[config.mk]
export PLATFORM = sky130hd
export DESIGN_NAME = frame_skew_meter
export DESIGN_NICKNAME = d
export VERILOG_FILES = /design/src/rtl/fskew_pkg.sv /design/src/rtl/fskew_sampler.sv /design/src/rtl/fskew_locator.sv /design/src/rtl/frame_skew_meter.sv
export SDC_FILE = /design/constraint.sdc
export NUM_CORES = 1
export LEC_CHECK = 0
export BUFFER_PORTS_ARGS = -buffer_cell sky130_fd_sc_hd__buf_2
export CORE_ASPECT_RATIO = 1.5
export CORE_MARGIN = 3
export CORE_UTILIZATION = 54
export DETAILED_ROUTE_END_ITERATION = 8
export PLACE_DENSITY = 0.75
export SYNTH_ARGS = -nofsm -noshare
export SYNTH_HDL_FRONTEND = slang
export SYNTH_SLANG_ARGS = --single-unit
export TNS_END_PERCENT = 100
[constraint.sdc]
create_clock -name clk -period 2.8 [get_ports clk]
set_clock_uncertainty 0.15 [all_clocks]
set_input_delay 0.56 -clock clk [delete_from_list [all_inputs] [get_ports clk]]
set_output_delay 0.56 -clock clk [all_outputs]
set_load 0.01 [all_outputs]
[src/rtl/fskew_pkg.sv]
package fskew_pkg;

    // frame-pulse edges that must pass with the start level low before a rise is accepted
    localparam int unsigned QUAL_EDGES = 2;

    typedef enum logic [1:0] {
        MS_IDLE   = 2'd0,
        MS_ARMED  = 2'd1,
        MS_WINDOW = 2'd2,
        MS_DONE   = 2'd3
    } meas_state_e;

endpackage

[src/rtl/fskew_sampler.sv]
module fskew_sampler (
    input  logic clk,
    input  logic rst_n,
    input  logic fp_i,
    input  logic fe_i,
    output logic fp_now_q,
    output logic fp_old_q,
    output logic fe_half_old_q,
    output logic fe_now_q,
    output logic fe_half_new_q
);

    // rising-edge samples
    always_ff @(posedge clk or negedge rst_n) begin
        if (!rst_n) begin
            fp_now_q      <= 1'b0;
            fp_old_q      <= 1'b0;
            fe_now_q      <= 1'b0;
            fe_half_old_q <= 1'b0;
        end else begin
            fp_old_q      <= fp_now_q;
            fp_now_q      <= fp_i;
            fe_now_q      <= fe_i;
            fe_half_old_q <= fe_half_new_q;
        end
    end

    // falling-edge sample gives the odd half-period positions
    always_ff @(negedge clk or negedge rst_n) begin
        if (!rst_n) begin
            fe_half_new_q <= 1'b0;
        end else begin
            fe_half_new_q <= fe_i;
        end
    end

endmodule

[src/rtl/fskew_locator.sv]
module fskew_locator (
    input  logic mode_i,
    input  logic fp_now,
    input  logic fp_old,
    input  logic fe_half_old,
    input  logic fe_now,
    input  logic fe_half_new,
    output logic fp_evt,
    output logic hit_even,
    output logic hit_odd
);

    logic n_fp_now, n_fp_old;
    logic n_fe_ho, n_fe_now, n_fe_hn;

    // normalise so that the active edge is always 0 -> 1
    always_comb begin
        n_fp_now = mode_i ? fp_now      : ~fp_now;
        n_fp_old = mode_i ? fp_old      : ~fp_old;
        n_fe_ho  = mode_i ? fe_half_old : ~fe_half_old;
        n_fe_now = mode_i ? fe_now      : ~fe_now;
        n_fe_hn  = mode_i ? fe_half_new : ~fe_half_new;

        fp_evt   = n_fp_now & ~n_fp_old;
        hit_even = n_fe_now & ~n_fe_ho;
        hit_odd  = n_fe_hn  & ~n_fe_now;
    end

endmodule

[src/rtl/frame_skew_meter.sv]
module frame_skew_meter #(
    parameter int RES_W = 12
) (
    input  logic             clk,
    input  logic             rst_n,
    input  logic             mode_i,
    input  logic             start_i,
    input  logic             fp_i,
    input  logic             fe_i,
    output logic             done_o,
    output logic [RES_W-1:0] result_o
);

    import fskew_pkg::*;

    localparam int             QW       = $clog2(QUAL_EDGES + 1);
    localparam logic [QW-1:0]  QUAL_MAX = QW'(QUAL_EDGES);
    localparam logic [RES_W-1:0] NO_EDGE = '1;
    localparam logic [RES_W-1:0] CLAMP   = NO_EDGE - RES_W'(1);

    typedef struct packed {
        meas_state_e      st;
        logic             start_q;
        logic [QW-1:0]    qual;
        logic [RES_W-1:0] hc;
        logic [RES_W-1:0] cap;
        logic             found;
        logic             done;
        logic [RES_W-1:0] res;
    } regs_t;

    regs_t r_d, r_q;

    logic fp_now, fp_old, fe_half_old, fe_now, fe_half_new;
    logic fp_evt, hit_even, hit_odd;

    logic             rise;
    logic             hit;
    logic [RES_W-1:0] base;
    logic [RES_W-1:0] base_p1;
    logic [RES_W-1:0] base_p2;
    logic [RES_W-1:0] idx;

    fskew_sampler u_sampler (
        .clk           (clk),
        .rst_n         (rst_n),
        .fp_i          (fp_i),
        .fe_i          (fe_i),
        .fp_now_q      (fp_now),
        .fp_old_q      (fp_old),
        .fe_half_old_q (fe_half_old),
        .fe_now_q      (fe_now),
        .fe_half_new_q (fe_half_new)
    );

    fskew_locator u_locator (
        .mode_i      (mode_i),
        .fp_now      (fp_now),
        .fp_old      (fp_old),
        .fe_half_old (fe_half_old),
        .fe_now      (fe_now),
        .fe_half_new (fe_half_new),
        .fp_evt      (fp_evt),
        .hit_even    (hit_even),
        .hit_odd     (hit_odd)
    );

    always_comb begin
        r_d = r_q;
        r_d.start_q = start_i;

        rise = start_i & ~r_q.start_q;

        // half-period position of the even sample in this evaluation
        base    = fp_evt ? '0 : r_q.hc;
        base_p1 = (base >= CLAMP) ? CLAMP : base + RES_W'(1);
        base_p2 = (base >= CLAMP - RES_W'(1)) ? CLAMP : base + RES_W'(2);
        r_d.hc  = base_p2;

        hit = hit_even | hit_odd;
        idx = hit_even ? base : base_p1;

        // low-time qualification, counted in frame-pulse edges
        if (start_i) begin
            r_d.qual = '0;
        end else if (fp_evt && (r_q.qual != QUAL_MAX)) begin
            r_d.qual = r_q.qual + QW'(1);
        end

        unique case (r_q.st)
            MS_IDLE: begin
                if (rise && (r_q.qual == QUAL_MAX)) begin
                    r_d.st    = MS_ARMED;
                    r_d.cap   = NO_EDGE;
                    r_d.found = 1'b0;
                end
            end
            MS_ARMED: begin
                if (!start_i) begin
                    r_d.st = MS_IDLE;
                end else if (fp_evt) begin
                    r_d.st = MS_WINDOW;
                    if (hit) begin
                        r_d.found = 1'b1;
                        r_d.cap   = idx;
                    end
                end
            end
            MS_WINDOW: begin
                if (!start_i) begin
                    r_d.st = MS_IDLE;
                end else if (fp_evt) begin
                    r_d.st   = MS_DONE;
                    r_d.done = 1'b1;
                    r_d.res  = r_q.cap;
                end else if (hit && !r_q.found) begin
                    r_d.found = 1'b1;
                    r_d.cap   = idx;
                end
            end
            MS_DONE: begin
                if (!start_i) begin
                    r_d.st   = MS_IDLE;
                    r_d.done = 1'b0;
                end
            end
            default: r_d.st = MS_IDLE;
        endcase
    end

    always_ff @(posedge clk or negedge rst_n) begin
        if (!rst_n) begin
            r_q.st      <= MS_IDLE;
            r_q.start_q <= 1'b0;
            r_q.qual    <= '0;
            r_q.hc      <= '0;
            r_q.cap     <= '0;
            r_q.found   <= 1'b0;
            r_q.done    <= 1'b0;
            r_q.res     <= '0;
        end else begin
            r_q <= r_d;
        end
    end

    assign done_o   = r_q.done;
    assign result_o = r_q.res;

endmodule

==> metrics.md <==
| Metric | Value |
|---|---|
| Share of cells above drive strength 1 | 26.6% |
| Clk slew on worst S/H paths | around 0.090 ns |
| Height of the chip | roughly 94 um |
| Most frequent cells after synthesis | dfrtp_1 (47), o21ai_0 (17), buf_4 (16) |
| Overflow after GRT | 0 |
| Routed WL | roughly 6.0 mm |
| Starting Density | approximately 57% |
| WL per Instance | roughly 17 um |
| Post-detail-place hpwl | 4.32 mm |
| Die Area | around 6100 um^2 |
| Slew @ Worst Pin | 0.593 ns |
| Flop pwr share | between 30% and 40% |
| Max VDD drop | ~0.00041 V |
| Setup violations, final | 13 |
| Synthesized net count | 286 |
| Final Hold Viols | 0 |
| Failing checks | negative setup slack |
| Clk_lat worst skew | 0.30 ns |
| First-pass GRT wire length | 10.3 mm |
| Met2 Track Usage GR | 40.1% |
| Initial antenna violation count | 0 |
| Largest cells by area after synthesis | dfrtp_1 (42%), mux2_2 (5.2%), ha_1 (4.9%), buf_4 (4.3%), o21ai_0 (3.0%) |
| Power per cell area | 909 nW/um^2 |
| CP max stage delay | 0.50 ns |
| GR peak layer | met2 |
| Vias in the first global route | 2185 |
| Port buffer count | 18 |
| Via count | ~2100 |
| Power, Total | about 0.0028 W |
| CP bufs+invs | 0 |
| Worst Path Required | about 2.8 ns |
| M3 GR Usage | approximately 3.5% |
| EDFF count, synth | 0 |
| Top FF cell, synth | dfrtp_1 |
| Nets | 306 |
| I/O Pins | 19 |
| Post-synth top area cell | dfrtp_1 |
| Gp weighted congestion | 0.855 |
| Antenna-violating nets left | 0 |
| Final worst slack | -0.450 ns |
| Tot GR Track Use | between 20% and 30% |
| Placed cell areas | around 3000 um^2 |
| # hold bufs at CTS | 0 |
| ANT cells | 0 |
| Area Overhead vs Synth | 11.0% |
| Vias/cell | 6.02 |
| Leak | 1.37 nW |
| Most frequent cell after synthesis | dfrtp_1 |
| CTS Sinks | 48 |
| RSZ-0062 raised after global routing | yes |
| Share of total power in the clock network | a little under a fifth |
| Root Buffer | clkbuf_8 |
| TNS Setup | -4.83 ns |
| Total CTS buffers | 5 |
| Number of DRC markers in iteration 0 | 116 |
| CTS tree | built |
| Post-Syn Instances | 269 |
| Cell area after layout | 3120 um^2 |
| Critical-path maximum fanout | 3 |
| Die W | roughly 65 um |
| Hold Slack | 0.211 ns |
| DR DRC count | 0 |
| Fill cell count | 420 |
| Max-Slew Margin vs Limit | between 50% and 60% |
| CP Class | flop to flop |
| Max-slew violation count | 0 |
| Slowest cell on crit path | o41a_1 |
| Top-area cell type share of the netlist area | 41.9% |
| Synth cell types | 61 |
| Switch share | a little under two fifths |
| Mean Syn Cell Area | approximately 10 um^2 |
| Critical path endpoint category | flop |
| Worst setup SP type | flop |
| Comb pwr share | between 40% and 50% |
| Critical Path, Cell by Cell | nor2b_1, nor3_2, o41a_1, nor2_4, mux2_4 |
| CTS max path bufs | 2 |
| Crit path max-delay family | compound AO/OA/AOI/OAI gates |
| Number of detailed-route iterations in the first pass | 7 |
| Flops & latches, synth | between 40 and 50 |
| Core area | slightly below 5000 um^2 |
| Sequential element share of the synthesized area | between 40% and 50% |
| Hold Crit Class | primary input to async pin |
| Max-Cap Viols | 0 |
| Synthesized area | between 2000 and 3000 um^2 |
| Internal power | 0.00178 W |
| Outcome | finished, violations left |
| Largest net degree at the start of global routing | 48 |
| Net Sw Power | about 0.0010 W |
| M1 GR Usage | about 24% |
| YS warnings | 0 |
| Async S/R FF share, synth | 100% |
| Core Rows | 31 |
| H-Tree Depth | 2 |
| Critical Path AT | 3.29 ns |
==> layout by cell type, fill, tap and decap left out, drive strengths merged, types with 6 or more instances in the layout <==
master | Yosys | layout
nand3 | 7 | 7
xor2 | 6 | 6
o21ai | 17 | 17
and3 | 9 | 9
nand2b | 7 | 7
ha | 11 | 11
mux2 | 13 | 13
nand2 | 14 | 14
buf | 20 | 39
o22a | 8 | 8
a21oi | 10 | 10
dfrtp | 47 | 47
clkbuf | 6 | 6
inv | 11 | 11
a31oi | 10 | 10
==> cells by family after synthesis <==
logic type	Yosys count	share of synthesized area, %
AOI/OAI and AO/OA	70	18.1
xor gates and xnor gates	11	3.43
adders and majority gates	11	4.90
buffers and inverters	37	8.20
DFF	48	42.8
muxes	16	6.28
and+or+nand+nor	76	16.3
==> final timing paths <==
kind	from	endpoint	slack (ns)	cells after the start
max	u_sampler.fe_half_new_q	r_q[14]	-0.45	5
min	rst_n	r_q[29]	0.21	2
max reg2reg	u_sampler.fe_half_new_q	r_q[14]	-0.45	5
min reg2reg	u_sampler.fp_now_q	u_sampler.fp_old_q	0.32	0
max in group asynchronous	rst_n	u_sampler.fe_half_new_q	1.21	1
min in group clk	fp_i	u_sampler.fp_now_q	0.21	1
==> per-stage QoR <==
stage | worst slack [ns] | instances | utilization [%]
2_1_floorplan | -0.311 | 269 | -
6_report | -0.450 | 356 | 63.3
4_1_cts | -0.392 | 355 | 62.5
3_5_place_dp | -0.429 | 346 | 59.8
5_1_grt | -0.526 | 356 | 63.3
3_3_place_gp | -0.326 | 346 | 59.8
==> routing by layer <==
metal  part of all wire (%)  vias up  wire [um]
met2                     56       56       3320
met5                      0        -          0
met4                    1.8        0        107
li1                       -     1029          -
met3                    4.1       10        241
met1                     38     1049       2280
==> layout make-up <==
cell class / count / area (um^2) / share of cell area [%]
well taps: 66 / 82.6 / 2.65
inverters: 11 / 41.3 / 1.32
multi-input cells: 184 / 1420 / 45.5
repair buffers: 39 / 251 / 8.07
clock inverters: 2 / 38.8 / 1.24
clock buffers: 6 / 82.6 / 2.65
flip-flops and latches: 48 / 1200 / 38.5
==> repair_timing <==
item / 4_1_cts / 5_1_grt
setup endpoints to repair: 13 / 13
cloned: 1 / 0
pin swaps: 7 / 6
endpoints found under the hold margin: 0 / 0
resized for setup: 3 / 7
setup buffers: 0 / 1
==> power groups by stage <==
stage | clock, W | combinational (W) | sequential, W
global placement | 0 | 0.00108 | 0.00107
detailed placement | 0 | 0.00114 | 0.00108
floorplan | 0 | 0.000937 | 0.00103
finish | 0.000522 | 0.00124 | 0.00107
global route | 0.000561 | 0.00136 | 0.00110
CTS | 0.000536 | 0.00118 | 0.00106
==> state kept, by name (all words and copies together), names as in the netlist <==
name                     cells
u_sampler.fe_half_new_q      1
u_sampler.fp_now_q           1
u_sampler.fe_half_old_q      1
u_sampler.fp_old_q           1
u_sampler.fe_now_q           1
result_o                    12
done_o                       1
r_q                         30
(Power assumes the default switching activity.)
